<file path="src/rtl/smb_slv_pkg.sv">
package smb_slv_pkg;
  typedef enum logic [2:0] {
    ST_IDLE, ST_ADDR, ST_ACK_WAIT, ST_ACK_DRV, ST_TX, ST_TX_ACK, ST_RX, ST_IGNORE
  } smb_st_e;
  localparam logic [6:0] ARA_ADDR = 7'b0001100;
endpackage

</file>
<file path="src/rtl/smb_line_mon.sv">
module smb_line_mon (
  input  logic clk_i,
  input  logic rst_ni,
  input  logic scl_i,
  input  logic sda_i,
  output logic scl_o,
  output logic sda_o,
  output logic scl_rise_o,
  output logic scl_fall_o,
  output logic start_o,
  output logic stop_o
);
  logic [1:0] scl_sync, sda_sync;
  logic       scl_d, sda_d;

  always_ff @(posedge clk_i or negedge rst_ni) begin
    if (!rst_ni) begin
      scl_sync <= 2'b11;
      sda_sync <= 2'b11;
      scl_d    <= 1'b1;
      sda_d    <= 1'b1;
    end else begin
      scl_sync <= {scl_sync[0], scl_i};
      sda_sync <= {sda_sync[0], sda_i};
      scl_d    <= scl_sync[1];
      sda_d    <= sda_sync[1];
    end
  end

  assign scl_o      = scl_sync[1];
  assign sda_o      = sda_sync[1];
  assign scl_rise_o = scl_o & ~scl_d;
  assign scl_fall_o = ~scl_o & scl_d;
  // SDA edges with SCL high on both samples
  assign start_o    = scl_o & scl_d & sda_d & ~sda_o;
  assign stop_o     = scl_o & scl_d & ~sda_d & sda_o;
endmodule

</file>
<file path="src/rtl/smb_alert_ctl.sv">
module smb_alert_ctl (
  input  logic clk_i,
  input  logic rst_ni,
  input  logic req_i,
  input  logic tick_i,
  input  logic busy_i,
  input  logic clr_i,
  input  logic restore_i,
  output logic alert_o
);
  logic alert_q;

  always_ff @(posedge clk_i or negedge rst_ni) begin
    if (!rst_ni)                          alert_q <= 1'b0;
    else if (clr_i)                       alert_q <= 1'b0;
    else if (restore_i)                   alert_q <= 1'b1;
    else if (tick_i && req_i && !busy_i)  alert_q <= 1'b1;
  end

  assign alert_o = alert_q;

  // no new alert in the middle of a transaction
  p_no_midxfer_set_r7: assert property (@(posedge clk_i) disable iff (!rst_ni)
    (busy_i && !restore_i && !alert_q) |=> !alert_q);
endmodule

</file>
<file path="src/rtl/smb_alert_slave.sv">
module smb_alert_slave
  import smb_slv_pkg::*;
#(
  parameter logic [6:0] OWN_ADDR = 7'h2D,
  parameter int         NREG     = 4
) (
  input  logic            clk_i,
  input  logic            rst_ni,
  input  logic            scl_i,
  input  logic            sda_i,
  input  logic [NREG*8-1:0] regs_i,
  input  logic            alert_req_i,
  input  logic            mon_tick_i,
  output logic            sda_pull_o,
  output logic            alert_n_o
);
  localparam int PW = (NREG > 1) ? $clog2(NREG) : 1;

  logic scl_s, sda_s, scl_rise, scl_fall, start_det, stop_det;
  smb_st_e    state_q;
  logic [7:0] sh_q;
  logic [3:0] cnt_q;
  logic       drive_q, rd_q, ara_q, rx_done_q, clr_q, restore_q, alert;
  logic [PW-1:0] ptr_q;
  logic [7:0] tx_byte;

  smb_line_mon u_mon (
    .clk_i, .rst_ni, .scl_i, .sda_i,
    .scl_o(scl_s), .sda_o(sda_s), .scl_rise_o(scl_rise), .scl_fall_o(scl_fall),
    .start_o(start_det), .stop_o(stop_det)
  );

  smb_alert_ctl u_alert (
    .clk_i, .rst_ni, .req_i(alert_req_i), .tick_i(mon_tick_i),
    .busy_i(state_q != ST_IDLE), .clr_i(clr_q), .restore_i(restore_q),
    .alert_o(alert)
  );

  assign tx_byte = ara_q ? {OWN_ADDR, 1'b0} : regs_i[8*ptr_q +: 8];

  always_ff @(posedge clk_i or negedge rst_ni) begin
    if (!rst_ni) begin
      state_q   <= ST_IDLE;
      sh_q      <= '0;
      cnt_q     <= '0;
      drive_q   <= 1'b0;
      rd_q      <= 1'b0;
      ara_q     <= 1'b0;
      rx_done_q <= 1'b0;
      clr_q     <= 1'b0;
      restore_q <= 1'b0;
      ptr_q     <= '0;
    end else begin
      clr_q     <= 1'b0;
      restore_q <= 1'b0;
      if (stop_det) begin
        state_q <= ST_IDLE;
        drive_q <= 1'b0;
      end else if (start_det) begin
        state_q   <= ST_ADDR;
        cnt_q     <= '0;
        drive_q   <= 1'b0;
        rx_done_q <= 1'b0;
        ara_q     <= 1'b0;
      end else begin
        unique case (state_q)
          ST_ADDR: if (scl_rise) begin
            sh_q  <= {sh_q[6:0], sda_s};
            cnt_q <= cnt_q + 4'd1;
            if (cnt_q == 4'd7) begin
              if (sh_q[6:0] == OWN_ADDR) begin
                state_q <= ST_ACK_WAIT;
                rd_q    <= sda_s;
              end else if (sh_q[6:0] == ARA_ADDR && sda_s && alert) begin
                state_q <= ST_ACK_WAIT;
                rd_q    <= 1'b1;
                ara_q   <= 1'b1;
              end else begin
                state_q <= ST_IGNORE;
              end
            end
          end
          ST_ACK_WAIT: if (scl_fall) begin
            drive_q <= 1'b1;
            state_q <= ST_ACK_DRV;
          end
          ST_ACK_DRV: if (scl_fall) begin
            drive_q <= 1'b0;
            cnt_q   <= '0;
            if (rx_done_q) begin
              ptr_q   <= sh_q[PW-1:0];
              state_q <= ST_IGNORE;
            end else if (rd_q) begin
              sh_q    <= tx_byte;
              drive_q <= ~tx_byte[7];
              state_q <= ST_TX;
              clr_q   <= ara_q;
            end else begin
              state_q <= ST_RX;
            end
          end
          ST_TX: begin
            if (scl_rise) begin
              cnt_q <= cnt_q + 4'd1;
              if (!drive_q && !sda_s) begin  // sent 1, line low: lost
                state_q   <= ST_IGNORE;
                restore_q <= ara_q;
              end
            end else if (scl_fall) begin
              if (cnt_q == 4'd8) begin
                drive_q <= 1'b0;
                state_q <= ST_TX_ACK;
              end else begin
                sh_q    <= {sh_q[6:0], 1'b0};
                drive_q <= ~sh_q[6];
              end
            end
          end
          ST_TX_ACK: begin
            if (scl_rise && sda_s) state_q <= ST_IGNORE;
            else if (scl_fall) begin
              sh_q    <= tx_byte;
              drive_q <= ~tx_byte[7];
              cnt_q   <= '0;
              state_q <= ST_TX;
            end
          end
          ST_RX: if (scl_rise) begin
            sh_q  <= {sh_q[6:0], sda_s};
            cnt_q <= cnt_q + 4'd1;
            if (cnt_q == 4'd7) begin
              rx_done_q <= 1'b1;
              state_q   <= ST_ACK_WAIT;
            end
          end
          default: drive_q <= 1'b0;
        endcase
      end
    end
  end

  assign sda_pull_o = drive_q;
  assign alert_n_o  = ~alert;

  // released while idle or ignoring
  p_quiet_r12: assert property (@(posedge clk_i) disable iff (!rst_ni)
    (state_q == ST_IDLE || state_q == ST_IGNORE) |-> !sda_pull_o);
  // pull-down starts only with SCL low
  p_pull_scl_low_r11: assert property (@(posedge clk_i) disable iff (!rst_ni)
    $rose(sda_pull_o) |-> !scl_s);
  // alert response acknowledged only while alert pin is low
  p_ara_needs_alert_r4: assert property (@(posedge clk_i) disable iff (!rst_ni)
    ((state_q == ST_ACK_WAIT || state_q == ST_ACK_DRV) && ara_q) |-> !alert_n_o);
  // STOP returns to idle
  p_stop_idle_r9: assert property (@(posedge clk_i) disable iff (!rst_ni)
    stop_det |=> state_q == ST_IDLE);
endmodule

</file>
<file path="config.mk">
export PLATFORM = sky130hd
export DESIGN_NAME = smb_alert_slave
export DESIGN_NICKNAME = d
export VERILOG_FILES = /design/src/rtl/smb_slv_pkg.sv /design/src/rtl/smb_line_mon.sv /design/src/rtl/smb_alert_ctl.sv /design/src/rtl/smb_alert_slave.sv
export SDC_FILE = /design/constraint.sdc
export NUM_CORES = 1
export LEC_CHECK = 0
export CORE_UTILIZATION = 29
export CTS_BUF_LIST = sky130_fd_sc_hd__clkbuf_16
export DETAILED_ROUTE_END_ITERATION = 8
export DONT_BUFFER_PORTS = 1
export GPL_TIMING_DRIVEN = 1
export PLACE_DENSITY = 0.54
export SLEW_MARGIN = 30
export SYNTH_ARGS = -nofsm -noshare
export SYNTH_HDL_FRONTEND = slang
export SYNTH_SLANG_ARGS = --single-unit
</file>
<file path="constraint.sdc">
create_clock -name clk_i -period 2.6 [get_ports clk_i]
set_input_delay 0.26 -clock clk_i [delete_from_list [all_inputs] [get_ports clk_i]]
set_output_delay 0.26 -clock clk_i [all_outputs]
set_load 0.01 [all_outputs]
</file>
==> impl_metrics.tcl <==
set metrics [dict create \
    ff2ff_path_depth 6 \
    power_uw 2280 \
    drive_above_1_share_pct 13.2 \
    wl_met1_um 2160 \
    dr.pass1.iters 4 \
    holdBufCountCts 4 \
    die_height_um 85.3 \
    drt-total-wl_um 4760 \
    wire_per_inst_um 16.5 \
    maxUsedRoutingLayer "met4" \
    core-area_mm2 0.00653 \
    cts_made_buffers 5 \
    syn-num-nets 253 \
    stdcell_count 289 \
    syn_area_per_cell_um2 9.57 \
    diodes 0 \
    cts_tree "done" \
    final_common_cell "nand2_1" \
    cp_cell_sequence "ha_1 -> inv_1 -> a21oi_1 -> o211ai_1 -> nand4_1 -> mux2_2" \
    start_kind "flip-flop" \
    arrival_ns 2.40 \
    htree_levels 2 \
    rsz0062_at_grt "no" \
    grt_overflow 0 \
    drv_slew 0 \
    io_buffers 0 \
    nNetsFinal 254 \
    clk_pin_slew_ns 0.05 \
    path_depth 6 \
    multi_input_area_mm2 0.00117 \
    preCtsSetupSlack_ns 0.388 \
    p_leak_uw 0.000929 \
    setup_viol 0 \
    syn_inst 210 \
    worstSetupStartpoint "u_mon.scl_sync[1]" \
    cp.required_ns 2.76 \
    grt_pass1_vias 1596 \
    final_cell_mix "nand2_1, dfrtp_1, o21ai_0" \
    endpoint_kind "flip-flop" \
    fp.dieArea_mm2 0.00727 \
    fin_crit_ns 2.24 \
    route.detailed.drc 0 \
    dp_hpwl_um 3530 \
    dp_cells 277 \
    viasPerCell 5.72 \
    rrSetupSlack_ns 0.36 \
    slowest_stage "dfstp_2" \
    final_hold_viol_count 0 \
    fin_ws_ns 0.364 \
    max_freq_mhz 447 \
    grt_antenna_before_repair 0 \
    critical_path.max_fanout 10 \
    synth.distinct_cells 50 \
    r2r_start "u_mon.scl_sync[1]" \
    synth_seq_cells 29 \
    cp-endpoint "sh_q[1]" \
    grt_max_degree 30 \
    min_path_type "in2reg" \
    worst_slew_pin_slew_ns 0.643 \
    fillCellCount 659 \
    seq_area_um2 733 \
    area_growth_pct 13.1 \
    vias 1652 \
    root_buffer "clkbuf_16" \
    relSlewSlack_pct 57.1 \
    gp_congestion 0.900 \
    critical_path.max_stage_delay_ns 0.55 \
    yosysWarnings 0 \
    clock_latency_ns 0.28 \
    status "finished clean" \
    cts_sinks 29 \
    post_cts_buffers 0 \
    fin_crit_sh_pct 86.0 \
    synth-async-reset-ratio_pct 100 \
    drt_iter0_drc 129 \
    cts_resized 0 \
    timing.rr.end "sh_q[1]" \
    met3_length_um 361 \
    clock_path_buffers 2 \
    row_count 29 \
    tns_ns 0 \
    yosysSeqAreaShare_pct 36.5 \
    die_w_um 85.3 \
    grt_usage_pct 14.2 \
    ant_nets 0 \
    netlist_area_mm2 0.00201 \
    initial_core_util_pct 30.8 \
    finClkSkew_ns 0.00506 \
    wl_met2_um 2110 \
    path_buf_inv 1 \
    synth_edf_count 0 \
    path_class "reg2reg" \
    grt_pass1_wl_um 7890 \
    cap_violations 0 \
    crit_family "flip-flops" \
    ir_worst_vdd_uv 305 \
    io_pins 40 \
    power_density_mw_per_mm2 1000 \
    ys.flop_type "dfrtp_1" \
]
-- worst min path at each step --
stage	startpoint	to	cells past startpoint
floorplan	rst_ni	ara_q	0
global placement	rst_ni	u_alert.alert_o	0
detailed placement	rst_ni	u_alert.alert_o	0
CTS	alert_req_i	u_alert.alert_o	4
global route	u_mon.sda_sync[0]	u_mon.sda_sync[1]	0
finish	alert_req_i	u_alert.alert_o	4
-- power by group --
part | switching [uW] | total [uW] | internal (uW)
Clock | 197 | 641 | 444
Combinational | 480 | 869 | 388
Sequential | 203 | 771 | 568
Total | 880 | 2280 | 1400
-- Yosys cell counts (2+ instances only) --
library cell,number,share of area [%]
o21a_1,2,0.75
o221ai_1,4,1.7
mux2i_1,4,2.0
nand3b_1,2,0.75
inv_1,12,2.2
nand2b_1,6,1.9
nand4_1,3,0.93
nand2_1,24,4.5
or3_1,2,0.62
dfstp_2,6,7.8
mux2_2,9,5.0
nand3_1,8,2.0
nor2_1,11,2.1
nor3_1,5,1.2
o21ai_0,15,3.7
a21oi_1,8,2.0
a22o_1,2,0.87
mux4_1,7,9.1
o21ai_1,3,0.75
buf_2,6,1.5
o211ai_1,3,1.1
ha_1,5,3.1
and3b_1,3,1.3
a31oi_1,4,1.2
dfrtp_1,23,29
nor4_1,2,0.62
clkbuf_1,5,0.93
nor2b_1,4,1.2
-- through the flow --
step | area, um2 | hold WS (ns) | util, %
floorplan | 2010 | -0.0356 | -
global placement | 2060 | -0.0348 | 31.6
detailed placement | 2060 | -0.0345 | 31.6
CTS | 2270 | 0.301 | 34.8
global route | 2270 | 0.356 | 34.8
finish | 2270 | 0.294 | 34.8
-- worst register-to-register path: cells and delay by family, from the launching register on --
family | cells | cell delay [ns]
compound gates | 2 | 0.29
fa+ha+maj | 1 | 0.34
buf+inv | 1 | 0.16
flops | 1 | 0.55
mux | 1 | 0.39
simple gates | 1 | 0.38
-- per-layer routing --
| layer | vias to the layer above | global-route usage (%) |
|---|---|---|
| li1 | 792 | - |
| met1 | 770 | 18.7 |
| met2 | 78 | 21.3 |
| met3 | 12 | 3.99 |
| met4 | 0 | 7.58 |
| met5 | - | 0 |
-- final cells by class --
class / instances / area share [%]
clock buffer: 5 / 5.50
clock inverter: 3 / 1.65
timing repair buffer: 6 / 2.86
multi-input combinational: 157 / 51.5
inverter: 12 / 1.98
sequential: 29 / 32.2
tap: 77 / 4.24
-- cells by family after synthesis --
kind of cell	Yosys count	share of synthesized area, %
AOI/OAI and AO/OA	54	17.8
adders and majority gates	5	3.11
buffers and inverters	24	5.23
DFF	29	36.5
muxes	21	17.3
and+or+nand+nor	77	20.1
-- flip-flops by register name (all words and copies together), names as in the netlist --
name / cells
u_mon.sda_sync: 2
u_mon.sda_d: 1
clr_q: 1
ptr_q: 2
u_mon.scl_d: 1
rx_done_q: 1
cnt_q: 4
ara_q: 1
u_alert.alert_o: 1
state_q: 3
u_mon.scl_sync: 2
restore_q: 1
sda_pull_o: 1
rd_q: 1
sh_q: 7
(Power assumes the default switching activity.)
